===== src/rtl/fwc_pkg.sv =====
package fwc_pkg;

  // Action applied to the working write pointer in one cycle.
  typedef enum logic [1:0] {
    PTR_HOLD   = 2'd0,
    PTR_STEP   = 2'd1,
    PTR_REWIND = 2'd2
  } ptr_op_e;

endpackage


===== src/rtl/fwc_stepper.sv =====
// Next slot inside an arbitrary address window: wraps at the window top,
// not at a binary boundary.
module fwc_stepper #(
  parameter int ADDR_W = 8
) (
  input  logic [ADDR_W-1:0] cur,
  input  logic [ADDR_W-1:0] lo,
  input  logic [ADDR_W-1:0] hi,
  output logic [ADDR_W-1:0] nxt
);

  always_comb begin
    if (cur == hi) nxt = lo;
    else           nxt = cur + 1'b1;
  end

endmodule


===== src/rtl/fwc_occupancy.sv =====
// Occupancy and full detection, using the keep-one-slot-empty rule.
module fwc_occupancy #(
  parameter int ADDR_W = 8
) (
  input  logic [ADDR_W-1:0] wr_ptr,
  input  logic [ADDR_W-1:0] wr_step,
  input  logic [ADDR_W-1:0] rd_ptr,
  input  logic [ADDR_W-1:0] lo,
  input  logic [ADDR_W-1:0] hi,
  output logic              full,
  output logic [ADDR_W:0]   used
);

  localparam int CNT_W = ADDR_W + 1;

  logic [CNT_W-1:0] span;
  logic [CNT_W-1:0] wr_x;
  logic [CNT_W-1:0] rd_x;

  assign span = {1'b0, hi} - {1'b0, lo} + CNT_W'(1);
  assign wr_x = {1'b0, wr_ptr};
  assign rd_x = {1'b0, rd_ptr};

  always_comb begin
    if (wr_x >= rd_x) used = wr_x - rd_x;
    else              used = span - (rd_x - wr_x);
  end

  assign full = (wr_step == rd_ptr);

endmodule


===== src/rtl/fwc_ptr_bank.sv =====
// Working and committed pointers; COMMIT_EN picks the speculative variant.
module fwc_ptr_bank
  import fwc_pkg::*;
#(
  parameter int ADDR_W    = 8,
  parameter bit COMMIT_EN = 1'b0
) (
  input  logic              clk,
  input  logic              rst,
  input  logic [ADDR_W-1:0] lo,
  input  logic              accept,
  input  logic [ADDR_W-1:0] step_ptr,
  input  logic              commit,
  input  logic              abort,
  output logic [ADDR_W-1:0] cur_ptr,
  output logic [ADDR_W-1:0] com_ptr
);

  generate
    if (COMMIT_EN) begin : g_spec
      ptr_op_e           op;
      logic [ADDR_W-1:0] cur_q, com_q;
      logic [ADDR_W-1:0] cur_after;

      always_comb begin
        if (abort)       op = PTR_REWIND;
        else if (accept) op = PTR_STEP;
        else             op = PTR_HOLD;
      end

      always_comb begin
        unique case (op)
          PTR_STEP:   cur_after = step_ptr;
          PTR_REWIND: cur_after = com_q;
          default:    cur_after = cur_q;
        endcase
      end

      always_ff @(posedge clk) begin
        if (rst) begin
          cur_q <= lo;
          com_q <= lo;
        end else begin
          cur_q <= cur_after;
          // abort wins: the committed boundary stays where it was
          if (commit && !abort) com_q <= cur_after;
        end
      end

      assign cur_ptr = cur_q;
      assign com_ptr = com_q;
    end else begin : g_direct
      logic [ADDR_W-1:0] cur_q;
      logic              ctl_unused;

      assign ctl_unused = commit ^ abort;

      always_ff @(posedge clk) begin
        if (rst)         cur_q <= lo;
        else if (accept) cur_q <= step_ptr;
      end

      assign cur_ptr = cur_q;
      assign com_ptr = cur_q;
    end
  endgenerate

endmodule


===== src/rtl/win_fifo_writer.sv =====
module win_fifo_writer #(
  parameter int DATA_W    = 8,
  parameter int ADDR_W    = 8,
  parameter bit COMMIT_EN = 1'b0
) (
  input  logic              clk,
  input  logic              rst,
  input  logic              arb_en,
  input  logic [ADDR_W-1:0] win_lo,
  input  logic [ADDR_W-1:0] win_hi,
  input  logic              in_valid,
  output logic              in_ready,
  input  logic [DATA_W-1:0] in_data,
  input  logic              in_commit,
  input  logic              in_abort,
  input  logic [ADDR_W-1:0] rd_ptr,
  output logic              ram_we,
  output logic [ADDR_W-1:0] ram_waddr,
  output logic [DATA_W-1:0] ram_wdata,
  output logic [ADDR_W-1:0] commit_ptr,
  output logic [ADDR_W:0]   usage
);

  logic [ADDR_W-1:0] cur_ptr;
  logic [ADDR_W-1:0] step_ptr;
  logic              full;
  logic              abort_blk;
  logic              accept;

  fwc_stepper #(.ADDR_W(ADDR_W)) u_step (
    .cur (cur_ptr),
    .lo  (win_lo),
    .hi  (win_hi),
    .nxt (step_ptr)
  );

  fwc_occupancy #(.ADDR_W(ADDR_W)) u_occ (
    .wr_ptr  (cur_ptr),
    .wr_step (step_ptr),
    .rd_ptr  (rd_ptr),
    .lo      (win_lo),
    .hi      (win_hi),
    .full    (full),
    .used    (usage)
  );

  // In commit mode an abort cycle takes no data, so nothing is silently lost.
  assign abort_blk = COMMIT_EN && in_abort;
  assign in_ready  = arb_en && !full && !abort_blk;
  assign accept    = in_valid && in_ready;

  fwc_ptr_bank #(.ADDR_W(ADDR_W), .COMMIT_EN(COMMIT_EN)) u_ptrs (
    .clk      (clk),
    .rst      (rst),
    .lo       (win_lo),
    .accept   (accept),
    .step_ptr (step_ptr),
    .commit   (in_commit),
    .abort    (in_abort),
    .cur_ptr  (cur_ptr),
    .com_ptr  (commit_ptr)
  );

  assign ram_we    = accept;
  assign ram_waddr = cur_ptr;
  assign ram_wdata = in_data;

endmodule


===== config.mk =====
export PLATFORM = sky130hd
export DESIGN_NAME = win_fifo_writer
export DESIGN_NICKNAME = d
export VERILOG_FILES = /design/src/rtl/fwc_pkg.sv /design/src/rtl/fwc_stepper.sv /design/src/rtl/fwc_occupancy.sv /design/src/rtl/fwc_ptr_bank.sv /design/src/rtl/win_fifo_writer.sv
export SDC_FILE = /design/constraint.sdc
export NUM_CORES = 1
export LEC_CHECK = 0
export BUFFER_PORTS_ARGS = -buffer_cell sky130_fd_sc_hd__buf_2
export CELL_PAD_IN_SITES_DETAIL_PLACEMENT = 0
export CELL_PAD_IN_SITES_GLOBAL_PLACEMENT = 1
export CORE_MARGIN = 3
export CORE_UTILIZATION = 41
export CTS_BUF_LIST = sky130_fd_sc_hd__clkbuf_4 sky130_fd_sc_hd__clkbuf_8 sky130_fd_sc_hd__clkbuf_16
export DETAILED_ROUTE_END_ITERATION = 12
export PLACE_DENSITY_LB_ADDON = 0.08
export SETUP_SLACK_MARGIN = 0.05
export SYNTH_ARGS = -nofsm -noshare
export SYNTH_HDL_FRONTEND = slang
export SYNTH_SLANG_ARGS = --single-unit

===== constraint.sdc =====
create_clock -name clk -period 10.1 [get_ports clk]
set_clock_uncertainty 0.1 [all_clocks]
set_input_delay 2.525 -clock clk [delete_from_list [all_inputs] [get_ports clk]]
set_output_delay 2.525 -clock clk [all_outputs]
set_load 0.01 [all_outputs]

---- After elaboration in Yosys (flattened, before gate mapping) ----
Cells that the tools add are included.
word-level totals
  register bits after elaboration ......... 8
  input port bits ......................... 38
  output and inout port bits .............. 35
operators by class
  add/subtract/negate cells ............... 6
  magnitude comparators ................... 1
  equal/unequal tests ..................... 2
  multiplexer cells ....................... 4
  reduce and logical (&&, ||, !) cells .... 4
operator list
  operator               count
  $sub A8 B8 Y9          3
  $mux W8                3
  $eq A8 B8 Y1           2
  $add A9 B1 Y9 const B  1
  $mux W9                1
  $sub A9 B9 Y9          1
  $add A8 B1 Y8 const B  1
  $ge A8 B8 Y1           1
  $logic_and A1 B1 Y1    2
  $reduce_bool A2 Y1     1
  $logic_not A1 Y1       1

---- Logic depth before layout (Yosys ltp) ----
  word-level depth ........................ 8
  depth in mapped cells ................... 12
  depth with buffers taken out ............ 12

---- Hierarchy ----
A second synthesis with hierarchy kept.
second synthesis, totals
  cell total of the unflattened synthesis .. 245
  area, all modules ....................... 2254.7 µm²
by module, submodules not included
  module           instances  cells an instance  area an instance (µm²)  seq. area each (µm²)
  fwc_occupancy    1          174                1418.9                  0.0
  fwc_ptr_bank     1          26                 437.9                   240.2
  fwc_stepper      1          35                 322.8                   0.0
  win_fifo_writer  1          10                 75.1                    0.0

---- Least setup slack after synthesis ----
OpenSTA, ideal clock, no wires.
  path type ............................... input to output
  from .................................... input win_hi[2]
  to ...................................... output usage[7]
  data arrival time ....................... 5177 ps
  path slack .............................. 2298 ps
  cell stages on the path ................. 11
  buffers on the path ..................... 0
  cell sequence ........................... inv_1 fa_1 fa_1 inv_1 ha_1 o21ai_0 a21oi_1 o21ai_0 a21o_1 and4b_1 a2111oi_0
on the way
  word-level cells in the longest chain between the ends .. 4
RTL lines
  element             RTL line               source
  start: declaration  win_fifo_writer.sv:10  input logic [ADDR_W-1:0] win_hi,
  $sub A8 B8 Y9       fwc_occupancy.sv:20    assign span = {1'b0, hi} - {1'b0, lo} + CNT_W'(1);
  $add A9 B1 Y9       fwc_occupancy.sv:20
  $sub A9 B9 Y9       fwc_occupancy.sv:26    else used = span - (rd_x - wr_x);
  $mux W9             fwc_occupancy.sv:25    if (wr_x >= rd_x) used = wr_x - rd_x;
  end: declaration    win_fifo_writer.sv:21  output logic [ADDR_W:0] usage
Every way passes these cells.

---- Final worst setup path ----
  from .................................... input rd_ptr[0]
  to ...................................... output usage[8]
on the way
  word-level cells in the longest chain between the ends .. 3
RTL lines
  element             RTL line               source
  start: declaration  win_fifo_writer.sv:16  input logic [ADDR_W-1:0] rd_ptr,
  $sub A8 B8 Y9       fwc_occupancy.sv:26
  $sub A9 B9 Y9       fwc_occupancy.sv:26
  $mux W9 (*)         fwc_occupancy.sv:25
Mark *: on every way between the ends. The rest lies on a longest branch, timed or not.

==> flow_summary.yaml <==
synthesis:
  synthCells: 258
  synth_top_area_share: 0.157
  netlist_area_um2: 2170
  synth_area_leader_cell: "fa_1"
  synth.distinct_cells: 39
  syn-num-nets: 331
  synthFlopType: "edfxtp_1"
  synth_warnings: 0
  async_reset_ff_frac: 0
  ys_ff_latch: 8
  synth_edf_count: 8
  syn_area_per_cell_um2: 8.43
  synthTopCellsByArea: "fa_1 (16%), xnor2_1 (12%), edfxtp_1 (11%)"
  yosysSeqAreaShare: 0.110
global_route:
  grt_use_total: 0.167
  antenna_found_initial: 0
  grt_max_degree: 11
  grt_pass1_vias: 1746
  grt.overflow.total: 0
  grt_pass1_wl_um: 8340
timing:
  worst_slew_margin_rel: 0.540
  rsz0062_at_grt: "no"
  slew_violations: 0
  post-route-period-util: 0.795
  worst_pin_slew_ns: 0.687
  fin_crit_ns: 8.03
  fmax_mhz: 124
  setup_tns_ns: 0
  hold_viol_final: 0
  setup_viol: 0
floorplan:
  dieArea_um2: 6210
  rows: 25
  start_util: 0.443
  pin_count: 73
  core-area_um2: 4910
  die_h_um: 78.8
  die_w_um: 78.8
drt:
  vias: 1759
  viasPerCell: 4.82
  first_pass_iters: 4
  wire_per_inst_um: 13.5
  wirelength_um: 4930
  drcViolationCount: 0
  ant_nets: 0
  drt_iter0_markers: 35
clocking:
  cts_tree: "done"
  cts_max_level: 1
  clk_path_buf_depth: 2
  ctsResizeCount: 0
  clock_sinks: 8
  clk_latency_ns: 0.22
  clk_pin_slew_ns: 0.04
  postCtsHoldBufs: 0
  cts_buffers: 3
  root_buffer: "clkbuf_8"
  post_cts_buffers: 0
placed_design:
  place_area_um2: 2400
  hpwl_um: 4400
  globalplace.congestion: 0.789
  io_buffers: 54
  placed_cells: 362
finish:
  area_growth_syn_to_layout_pct: 12.1
  fin_area_um2: 2440
  largest_reg_flops: 8
  utilization: 0.497
  drive_gt1_frac: 0.235
  nFillCells: 513
  nNetsFinal: 373
  regArea_um2: 240
  finalNonFillerCells: 365
  multiInputGateArea_um2: 1630
  antennaDiodeCount: 0
pwr:
  vdd_drop_max_mv: 0.0988
  power_uw: 403
  p_per_area_nw_per_um2: 165
  power.leakage_nw: 1.25
outcome:
  status: "complete, no violations"
job:
  maxCapViolations: 0
setup_path:
  end_kind: "primary output"
  critical_path_class: "input pin to primary output"
  arrival_ns: 5.41
  critPathMaxFanout: 4
  startpoint_type: "input pin"
  cp.required_ns: 7.48
min_path:
  hold_class: "flip-flop to flip-flop"
-- per-layer routing --
layer  GRT usage  vias up  wire (um)
met5           0        -          0
met4      0.0326        0         25
met3      0.0102        4        117
met2       0.279       27       2270
met1       0.239      815       2510
li1            -      913          -
-- critical path: stages --
cell,delay [ns]
buf_2,0.14
ha_1,0.30
fa_1,0.46
fa_1,0.44
fa_1,0.42
nor2b_1,0.12
o21ai_0,0.10
a21boi_0,0.19
o21ai_0,0.14
a21oi_1,0.20
xnor2_1,0.13
mux2i_1,0.08
buf_2,0.16
-- cell families (layout without fill, tap and decap cells) --
family | Yosys count | after routing | share of synthesized area
multiplexers | 13 | 13 | 0.0610
AND/OR/NAND/NOR | 61 | 61 | 0.155
buffers and inverters | 63 | 103 | 0.140
AO/OA/AOI/OAI | 43 | 43 | 0.120
flip-flops | 8 | 8 | 0.110
XOR/XNOR | 35 | 35 | 0.153
adder cells (fa/ha/maj) | 35 | 35 | 0.260
-- stage by stage --
stage	setup slack, ns	hold WS (ns)
final	2.07	0.814
after global routing	1.73	0.879
after CTS	2.03	0.815
after detailed placement	2.04	0.808
after global placement	2.06	0.791
after floorplan	2.30	0.727
-- placed cells by master (no fill, tap or decap), drive strengths merged, types with 5 or more instances in the layout --
master   n
fa      17
xnor2   32
edfxtp   8
a21oi   20
ha      18
mux2i   11
buf     54
o21ai   10
nand2   22
inv     46
nor2b    5
nor2    11
-- worst paths after layout --
kind                          start           endpoint  slack, ns  cells after the start
hold / removal    u_ptrs.com_ptr[0]  u_ptrs.com_ptr[1]       0.81                      2
setup reg to reg  u_ptrs.com_ptr[3]  u_ptrs.com_ptr[4]       7.47                      7
hold reg to reg   u_ptrs.com_ptr[0]  u_ptrs.com_ptr[1]       0.81                      2
setup / recovery          rd_ptr[0]           usage[8]       2.07                     13
-- area by class of cell --
class                      instances  share of cell area
inverter                          46              0.0708
sequential                         8              0.0985
clock buffer                       3              0.0169
multi-input combinational        187               0.669
tap                               67              0.0344
timing repair buffer              54               0.111
-- synth_stat cells (3+ instances only) --
library cell / instances
nand2b_1: 3
fa_1: 17
a21boi_0: 3
nand4_1: 4
ha_1: 18
xor2_1: 3
nand3_1: 4
a21oi_1: 20
mux2i_1: 11
edfxtp_1: 8
o21ai_0: 8
nor2b_1: 5
a21o_1: 3
nor2_1: 11
inv_1: 46
buf_4: 16
nand2_1: 21
xnor2_1: 30
-- power breakdown --
part	internal, mW	switching, mW
sequential	0.0440	0.0127
clock	0.0257	0.0110
combinational	0.146	0.164
total	0.215	0.188
Note: power is estimated with default switching activity, not from simulation.
